## config.mk

```make
export PLATFORM = sky130hd
export DESIGN_NAME = link_boot_monitor
export DESIGN_NICKNAME = d
export VERILOG_FILES = /design/src/rtl/bm_pkg.sv /design/src/rtl/bm_field_shift.sv /design/src/rtl/bm_reply_ser.sv /design/src/rtl/link_boot_monitor.sv
export SDC_FILE = /design/constraint.sdc
export NUM_CORES = 1
export LEC_CHECK = 0
export CAP_MARGIN = 5
export CORE_UTILIZATION = 40
export CTS_BUF_LIST = sky130_fd_sc_hd__clkbuf_4 sky130_fd_sc_hd__clkbuf_8
export DETAILED_ROUTE_END_ITERATION = 8
export DONT_BUFFER_PORTS = 1
export SYNTH_ARGS = -nofsm -noshare
export SYNTH_HDL_FRONTEND = slang
export SYNTH_SLANG_ARGS = --single-unit
```

## constraint.sdc

```tcl
create_clock -name clk_i -period 1.8 [get_ports clk_i]
set_input_delay 0.36 -clock clk_i [delete_from_list [all_inputs] [get_ports clk_i]]
set_output_delay 0.36 -clock clk_i [all_outputs]
set_load 0.005 [all_outputs]
```

## src/rtl/bm_pkg.sv

```systemverilog
package bm_pkg;
  localparam int unsigned BYTE_W = 8;

  localparam logic [BYTE_W-1:0] OPC_STORE = 8'h00;
  localparam logic [BYTE_W-1:0] OPC_FETCH = 8'h01;

  typedef enum logic [2:0] {
    ST_OPC,
    ST_ADDR,
    ST_DATA,
    ST_MEM,
    ST_REPLY,
    ST_HALT
  } bm_state_e;
endpackage

```

## src/rtl/bm_field_shift.sv

```systemverilog
// Gathers NBYTES bytes, least significant first, into one word.
module bm_field_shift #(
  parameter int unsigned BYTE_W = 8,
  parameter int unsigned NBYTES = 4,
  localparam int unsigned W = BYTE_W * NBYTES
) (
  input  logic              clk_i,
  input  logic              rst_ni,
  input  logic              shift_i,
  input  logic [BYTE_W-1:0] byte_i,
  output logic [W-1:0]      word_o
);
  logic [W-1:0] word_q;

  always_ff @(posedge clk_i or negedge rst_ni) begin
    if (!rst_ni)      word_q <= '0;
    else if (shift_i) word_q <= {byte_i, word_q[W-1:BYTE_W]};
  end

  assign word_o = word_q;
endmodule

```

## src/rtl/bm_reply_ser.sv

```systemverilog
// Holds a fetched word and sends it out one byte at a time, least significant byte first.
module bm_reply_ser #(
  parameter int unsigned BYTE_W = 8,
  parameter int unsigned NBYTES = 4,
  localparam int unsigned W = BYTE_W * NBYTES
) (
  input  logic              clk_i,
  input  logic              rst_ni,
  input  logic              load_i,
  input  logic [W-1:0]      word_i,
  input  logic              pop_i,
  output logic [BYTE_W-1:0] byte_o
);
  logic [W-1:0] word_q;

  always_ff @(posedge clk_i or negedge rst_ni) begin
    if (!rst_ni)     word_q <= '0;
    else if (load_i) word_q <= word_i;
    else if (pop_i)  word_q <= {{BYTE_W{1'b0}}, word_q[W-1:BYTE_W]};
  end

  assign byte_o = word_q[BYTE_W-1:0];
endmodule

```

## src/rtl/link_boot_monitor.sv

```systemverilog
module link_boot_monitor
  import bm_pkg::*;
#(
  parameter int unsigned NBYTES = 4,
  localparam int unsigned W     = BYTE_W * NBYTES,
  localparam int unsigned CNT_W = $clog2(NBYTES)
) (
  input  logic              clk_i,
  input  logic              rst_ni,
  input  logic              in_valid_i,
  input  logic [BYTE_W-1:0] in_data_i,
  output logic              in_ready_o,
  output logic              out_valid_o,
  output logic [BYTE_W-1:0] out_data_o,
  input  logic              out_ready_i,
  output logic              mem_req_o,
  output logic              mem_we_o,
  output logic [W-1:0]      mem_addr_o,
  output logic [W-1:0]      mem_wdata_o,
  input  logic              mem_ack_i,
  input  logic [W-1:0]      mem_rdata_i,
  output logic              start_o,
  output logic [W-1:0]      start_addr_o
);
  bm_state_e        state_q, state_d;
  logic [CNT_W-1:0] cnt_q;
  logic             store_q;
  logic             start_q;
  logic [W-1:0]     addr_w, data_w;
  logic             in_fire, out_fire, last_byte;
  logic             addr_shift, data_shift, launch;

  assign in_ready_o  = (state_q == ST_OPC) || (state_q == ST_ADDR) || (state_q == ST_DATA);
  assign out_valid_o = (state_q == ST_REPLY);
  assign in_fire     = in_valid_i && in_ready_o;
  assign out_fire    = out_valid_o && out_ready_i;
  assign last_byte   = (cnt_q == CNT_W'(NBYTES - 1));
  assign addr_shift  = in_fire && (state_q == ST_ADDR);
  assign data_shift  = in_fire && (state_q == ST_DATA);
  // a store to address zero hands over control instead of writing
  assign launch      = data_shift && last_byte && (addr_w == '0);

  bm_field_shift #(.BYTE_W(BYTE_W), .NBYTES(NBYTES)) u_addr_field (
    .clk_i  (clk_i),
    .rst_ni (rst_ni),
    .shift_i(addr_shift),
    .byte_i (in_data_i),
    .word_o (addr_w)
  );

  bm_field_shift #(.BYTE_W(BYTE_W), .NBYTES(NBYTES)) u_data_field (
    .clk_i  (clk_i),
    .rst_ni (rst_ni),
    .shift_i(data_shift),
    .byte_i (in_data_i),
    .word_o (data_w)
  );

  bm_reply_ser #(.BYTE_W(BYTE_W), .NBYTES(NBYTES)) u_reply (
    .clk_i  (clk_i),
    .rst_ni (rst_ni),
    .load_i (state_q == ST_MEM && mem_ack_i && !store_q),
    .word_i (mem_rdata_i),
    .pop_i  (out_fire),
    .byte_o (out_data_o)
  );

  always_comb begin
    state_d = state_q;
    unique case (state_q)
      ST_OPC:   if (in_fire && (in_data_i == OPC_STORE || in_data_i == OPC_FETCH)) state_d = ST_ADDR;
      ST_ADDR:  if (in_fire && last_byte) state_d = store_q ? ST_DATA : ST_MEM;
      ST_DATA:  if (in_fire && last_byte) state_d = launch ? ST_HALT : ST_MEM;
      ST_MEM:   if (mem_ack_i) state_d = store_q ? ST_OPC : ST_REPLY;
      ST_REPLY: if (out_fire && last_byte) state_d = ST_OPC;
      ST_HALT:  state_d = ST_HALT;
      default:  state_d = ST_OPC;
    endcase
  end

  always_ff @(posedge clk_i or negedge rst_ni) begin
    if (!rst_ni) begin
      state_q <= ST_OPC;
      cnt_q   <= '0;
      store_q <= 1'b0;
      start_q <= 1'b0;
    end else begin
      state_q <= state_d;
      start_q <= launch;
      if (state_q == ST_OPC && in_fire) store_q <= (in_data_i == OPC_STORE);
      if (addr_shift || data_shift || out_fire)
        cnt_q <= last_byte ? '0 : cnt_q + CNT_W'(1);
    end
  end

  assign mem_req_o    = (state_q == ST_MEM);
  assign mem_we_o     = store_q;
  assign mem_addr_o   = addr_w;
  assign mem_wdata_o  = data_w;
  assign start_o      = start_q;
  assign start_addr_o = data_w;


  mem_hold_chk: assert property (@(posedge clk_i) disable iff (!rst_ni)
    mem_req_o && !mem_ack_i |=> mem_req_o && $stable(mem_addr_o) && $stable(mem_we_o)
                                && $stable(mem_wdata_o));

  out_hold_chk: assert property (@(posedge clk_i) disable iff (!rst_ni)
    out_valid_o && !out_ready_i |=> out_valid_o && $stable(out_data_o));

  no_input_in_reply_chk: assert property (@(posedge clk_i) disable iff (!rst_ni)
    out_valid_o |-> !in_ready_o);

  start_pulse_chk: assert property (@(posedge clk_i) disable iff (!rst_ni)
    start_o |=> !start_o);

  start_no_mem_chk: assert property (@(posedge clk_i) disable iff (!rst_ni)
    start_o |-> !mem_req_o && $past(in_fire));

  silent_after_start_chk: assert property (@(posedge clk_i) disable iff (!rst_ni)
    start_o |=> !in_ready_o && !out_valid_o && !mem_req_o);
endmodule

```

==> out/qor.yml, run 1 <==
outcome:
  status: "complete, but fails checks"
  failed_checks: "hold timing"
power:
  vdd_drop_max_mv: 0.654
  total_power_mw: 3.79
  power.leakage_nw: 2.22
  pwr_density_cell_nw_per_um2: 796
grt:
  grt-ovfl-total: 0
  grt_max_degree: 104
  grt_pass1_vias: 2570
  first_pass_grt_wire_length_um: 13600
  grt.total_usage_pct: 15.2
  initial_antenna_violation_count: 0
placement:
  preCtsSetupSlack_ns: 0.0273
  port_buffers: 0
  dp_hpwl_um: 6060
  gp_congestion: 0.752
  dp.cells: 455
setup_path:
  worst-endpoint-required_ns: 1.44
  worst-path-max-fanout: 7
  crit_path_end_kind: "output pin"
  critical_path_arrival_ns: 1.37
  worstSetupPathType: "reg2out"
  start_kind: "flip-flop"
sta:
  finalSetupViolations: 0
  worstMarginPinSlew_ns: 0.475
  worst_slack_ns: 0.0734
  setup_tns_ns: 0
  finalCriticalPeriod_ns: 1.73
  max_freq_mhz: 579
  hold_ws_ns: -0.341
  clock-skew-final_ns: 0.00823
  final_min_period_over_clock_period_pct: 95.9
  grt_setup_unrepaired: "no"
  final_max_slew_viol_count: 0
  timing.final.hold_violations: 103
  maxSlewHeadroom_pct: 68.1
floorplanning:
  dieArea_um2: 12100
  num_io_pins: 154
  floorplan.core_area_um2: 11400
  floorplan.die.height_um: 110
  num_rows: 39
  die_width_um: 110
  initial_core_util_pct: 41.0
cells_and_area:
  antenna_cells_inserted: 0
  stdcell_count: 473
  area_delta_synth_final_pct: 1.66
  layout_cells_sized_above_1_pct: 32.1
  layout.nets: 371
clocking:
  path_clk_slew_ns: 0.11
  ctsLongestPathBuffers: 2
  cts_made_buffers: 9
  cts.root.buffer_cell: "sky130_fd_sc_hd__clkbuf_8"
  cts_tree: "done"
  htree_levels: 3
  worst_skew_pair.late_latency_ns: 0.38
  cts_num_sinks: 103
synthesis:
  synth_area_leaders: "sky130_fd_sc_hd__dfrtp_1 55%, sky130_fd_sc_hd__mux2_2 16%, sky130_fd_sc_hd__buf_4 7.4%"
  number_of_enable_flip_flop_cells_after_synthesis: 0
  postSynthRegisterBits: 103
  async_set_or_reset_register_ratio_after_synthesis_pct: 100
  gate_count_post_synth: 359
  synth.top_cell.area_share_pct: 55.1
  synth_warnings: 0
  ys.flop_type: "sky130_fd_sc_hd__dfrtp_1"
  yosysSeqAreaShare_pct: 55.1
  synth_fp_nets: 405
  syn_area_per_cell_um2: 13.0
  yosys.cell_count.top_type: "sky130_fd_sc_hd__dfrtp_1"
  post_synth_num_cell_types: 38
  synthDominantAreaCellType: "sky130_fd_sc_hd__dfrtp_1"
  synth_common_cells: "103 x sky130_fd_sc_hd__dfrtp_1, 65 x sky130_fd_sc_hd__mux2_2, 46 x sky130_fd_sc_hd__buf_4"
  synth_area_um2: 4680
detailed_routing:
  drcViolationCount: 0
  wl_met1_um: 3630
  wl_met3_um: 1030
  drtAntennaViolNets: 0
  route.vias.total: 2519
  drtPass1Iterations: 4
  highest-signal-layer: "met4"
  dr_wl_met2_um: 4110
  vias_per_cell: 5.33
  route.final.wire_length_um: 8860
  drt_first_iter_violations: 136
  route.detailed.wl_per_inst_um: 18.7
worst_hold_path:
  min_path_type: "in2async"
job:
  maxCapViolCount: 0
-- cell type report --
class | count | area, um^2
fill | 1092 | 6660
sequential | 103 | 2580
multi-input combinational | 195 | 1630
tap | 143 | 179
timing repair buffer | 14 | 159
clock buffer | 9 | 124
clock inverter | 7 | 73.8
inverter | 2 | 7.51
-- cell usage in the layout (no fill, tap or decap), types with 4 or more instances in the layout --
master / n
sky130_fd_sc_hd__dfrtp_1: 101
sky130_fd_sc_hd__mux2_2: 65
sky130_fd_sc_hd__nand2_1: 31
sky130_fd_sc_hd__mux2i_1: 24
sky130_fd_sc_hd__o21ai_1: 21
sky130_fd_sc_hd__clkbuf_8: 9
sky130_fd_sc_hd__buf_4: 9
sky130_fd_sc_hd__a22o_1: 8
sky130_fd_sc_hd__nor4_1: 7
sky130_fd_sc_hd__nor2_1: 5
sky130_fd_sc_hd__buf_12: 4
-- timing repair --
| item | in CTS | in global routing |
|---|---|---|
| endpoints found under the setup margin | 2 | 4 |
| setup buffers | 1 | 1 |
| hold endpoints to repair | 103 | 103 |
| pin swaps | 1 | 0 |
| resized for setup | 1 | 4 |
-- power breakdown --
group	internal [mW]	switching (mW)
Combinational	0.0119	0.00498
Sequential	2.32	0.0145
Clock	0.548	0.889
Total	2.88	0.908
-- worst max-delay path: stages, from the launching register on --
cell	delay, ns
sky130_fd_sc_hd__dfrtp_2	0.47
sky130_fd_sc_hd__buf_4	0.18
sky130_fd_sc_hd__and3b_1	0.19
sky130_fd_sc_hd__buf_4	0.14
-- state kept, by name, indices dropped and copies added, names as in the netlist --
signal	cells
u_addr_field.word_o	32
u_data_field.word_o	32
u_reply.word_q	32
state_q	3
cnt_q	2
mem_we_o	1
start_o	1
-- layer usage --
metal	vias up	GRT usage, %
met4	0	4.51
met2	111	23.4
met5	-	0
li1	1153	-
met3	11	9.35
met1	1244	17.7
-- metrics by stage --
stage               instance area [um^2]  util (%)  hold slack (ns)
floorplan                           4680         -           0.0644
detailed placement                  4530      39.6           0.0676
global placement                    4530      39.6           0.0675
finish                              4760      41.7           -0.341
CTS                                 4730      41.4           -0.378
global route                        4760      41.7           -0.390
-- worst paths after layout --
path | start | to | slack, ns | cells after the start
min in group clk_i | in_data_i[0] | mem_we_o$_DFFE_PN0P_ | 0.05 | 1
hold / removal | rst_ni | u_reply.word_q[1]$_DFFE_PN0P_ | -0.34 | 0
max in group asynchronous | rst_ni | state_q[0]$_DFFE_PN0P_ | 1.96 | 0
setup reg to reg | cnt_q[0]$_DFFE_PN0P_ | state_q[0]$_DFFE_PN0P_ | 0.12 | 6
setup / recovery | state_q[0]$_DFFE_PN0P_ | mem_req_o | 0.07 | 3
hold reg to reg | u_reply.word_q[27]$_DFFE_PN0P_ | u_reply.word_q[27]$_DFFE_PN0P_ | 0.51 | 1
-- kinds of logic (layout without fill, tap and decap cells) --
kind of cell / Yosys count / count (layout) / share of synthesized area (%)
buffers and inverters: 61 / 32 / 10.5
adders and majority gates: 1 / 1 / 0.267
DFF: 103 / 103 / 55.1
AOI/OAI and AO/OA: 41 / 41 / 5.48
muxes: 90 / 90 / 21.0
and+or+nand+nor: 63 / 63 / 7.70
Power figures use the tool's default switching activity.
==> inputs of run 2 (changes only) <==
==> constraint.sdc (replaced) <==
create_clock -name clk_i -period 1.8 [get_ports clk_i]
set_input_delay 0.54 -clock clk_i [delete_from_list [all_inputs] [get_ports clk_i]]
set_output_delay 0.54 -clock clk_i [all_outputs]
set_load 0.005 [all_outputs]
==> out/qor.yml, run 2 (synthesis gave the netlist of run 1 again) <==
placement:
  port_buffers: 0
  gp_congestion: 0.751
  placed_cell_area_um2: 4560
  dp_hpwl_um: 6130
sta:
  timing.final.hold_violations: 103
  worstMarginPinSlew_ns: 0.478
  final_min_period_over_clock_period_pct: 99.5
  final_max_slew_viol_count: 0
  max_freq_mhz: 558
  clock-skew-final_ns: 0.00854
  setup_tns_ns: 0
  hold_ws_ns: -0.152
  finalSetupViolations: 0
  finalCriticalPeriod_ns: 1.79
  grt_setup_unrepaired: "yes"
  maxSlewHeadroom_pct: 67.9
cells_and_area:
  post-route-util_pct: 42.3
  area_delta_synth_final_pct: 3.16
  finish.instance_area_um2: 4830
  mostFrequentLayoutCell: "sky130_fd_sc_hd__dfrtp_1"
  antenna_cells_inserted: 0
  fillers: 1104
  most-common-layout-cells: "102 x sky130_fd_sc_hd__dfrtp_1, 65 x sky130_fd_sc_hd__mux2_2, 31 x sky130_fd_sc_hd__nand2_1, 24 x sky130_fd_sc_hd__mux2i_1, 21 x sky130_fd_sc_hd__o21ai_1"
  layout_cells_sized_above_1_pct: 33.9
  layout.nets: 377
setup_path:
  worstSetupPathType: "reg2out"
  crit_path_end_kind: "output pin"
  worst-r2r-cell-count: 5
  critical_path_arrival_ns: 1.25
  slowest_delay_ns: 0.38
  start_kind: "flip-flop"
  worstPathCellList: "buf_4 -> nor3b_4 -> buf_6"
  regToRegEndpoint: "u_data_field.word_o[2]$_DFFE_PN0P_"
  critical-path-slowest-cell: "sky130_fd_sc_hd__dfrtp_1"
  worst-path-buf-inv: 2
  r2r_setup_slack_ns: 0.06
  worst-path-max-fanout: 3
  r2r_path_start: "state_q[0]$_DFFE_PN0P_"
  worst-endpoint-required_ns: 1.26
  crit_family: "flip-flops"
grt:
  grt_max_degree: 104
  first_pass_grt_wire_length_um: 13800
  grt_pass1_vias: 2636
  grt-ovfl-total: 0
  grt.total_usage_pct: 15.5
  initial_antenna_violation_count: 0
detailed_routing:
  drtAntennaViolNets: 0
  route.detailed.wl_per_inst_um: 18.9
  route.final.wire_length_um: 9070
  drcViolationCount: 0
  drtPass1Iterations: 4
  route.vias.total: 2556
  vias_per_cell: 5.34
  drt_first_iter_violations: 127
floorplanning:
  initial_core_util_pct: 41.0
  die_width_um: 110
  floorplan.core_area_um2: 11400
  dieArea_um2: 12100
  num_io_pins: 154
  num_rows: 39
  floorplan.die.height_um: 110
power:
  vdd_drop_max_mv: 0.629
  power.leakage_nw: 2.26
  total_power_mw: 3.74
  pwr_density_cell_nw_per_um2: 775
job:
  maxCapViolCount: 0
outcome:
  status: "complete, but fails checks"
  failed_checks: "hold timing"
clocking:
  path_clk_slew_ns: 0.09
  cts_tree: "done"
  cts_made_buffers: 9
  worst_skew_pair.late_latency_ns: 0.38
  ctsLongestPathBuffers: 2
  htree_levels: 3
  cts_num_sinks: 103
  cts.root.buffer_cell: "sky130_fd_sc_hd__clkbuf_8"
worst_hold_path:
  min_path_type: "in2async"
[run 2: cell count changes in the layout (fill, tap and decap cells not counted), sizes merged]
cell / delta
buf: +5
clkbuf: +3
clkinv: +1
clkinvlp: -1
inv: -2
[run 2: metrics by stage]
stage	worst slack (ns)	instances
floorplan	0.187	359
global placement	0.107	459
detailed placement	0.0493	459
CTS	-0.0240	477
global route	-0.0599	479
finish	0.00918	479
[run 2: routing by layer]
layer  global-route usage (%)  vias to the layer above  routed length, um
met4                     5.26                        0                 98
met1                     18.7                     1280               3790
met3                     8.29                        9                972
met2                     23.6                      104               4210
li1                         -                     1163                  -
met5                        0                        -                  0
[run 2: worst reg2reg max path, cell delays in order, from the launching register on]
cell	delay, ns
sky130_fd_sc_hd__dfrtp_1	0.40
sky130_fd_sc_hd__buf_4	0.19
sky130_fd_sc_hd__nor4bb_4	0.34
sky130_fd_sc_hd__buf_6	0.18
sky130_fd_sc_hd__clkbuf_16	0.19
sky130_fd_sc_hd__mux2_2	0.34
[run 2: layout make-up]
type,count,area (um^2),share of cell area (%)
Sequential cell,103,2580,53.4
Multi-Input combinational cell,195,1640,34.0
Timing Repair Buffer,20,236,4.90
Tap cell,143,179,3.71
Clock buffer,11,145,3.01
Clock inverter,5,41.3,0.855
Inverter,2,7.51,0.156
[run 2: worst max-delay path by stage]
stage / from / endpoint / slack [ns] / cells after the start
floorplan: state_q[1]$_DFFE_PN0P_ / u_addr_field.word_o[24]$_DFFE_PN0P_ / 0.19 / 5
global placement: in_valid_i / u_data_field.word_o[25]$_DFFE_PN0P_ / 0.11 / 3
detailed placement: in_valid_i / u_data_field.word_o[3]$_DFFE_PN0P_ / 0.05 / 3
CTS: state_q[2]$_DFFE_PN0P_ / mem_req_o / -0.02 / 3
global route: state_q[0]$_DFFE_PN0P_ / mem_req_o / -0.06 / 3
finish: state_q[2]$_DFFE_PN0P_ / out_valid_o / 0.009 / 3
[run 2: report_power, final]
part	internal [mW]	total, mW	switching [mW]	leakage, nW
Clock	0.571	1.39	0.818	0.0953
Combinational	0.0126	0.0189	0.00631	0.742
Sequential	2.32	2.34	0.0141	1.42
[run 2: repair_timing]
action	CTS	global route
gates cloned	0	1
pin swaps	0	1
buffers inserted	2	1
setup endpoints to repair	3	37
resized for setup	7	3
hold endpoints to repair	103	103
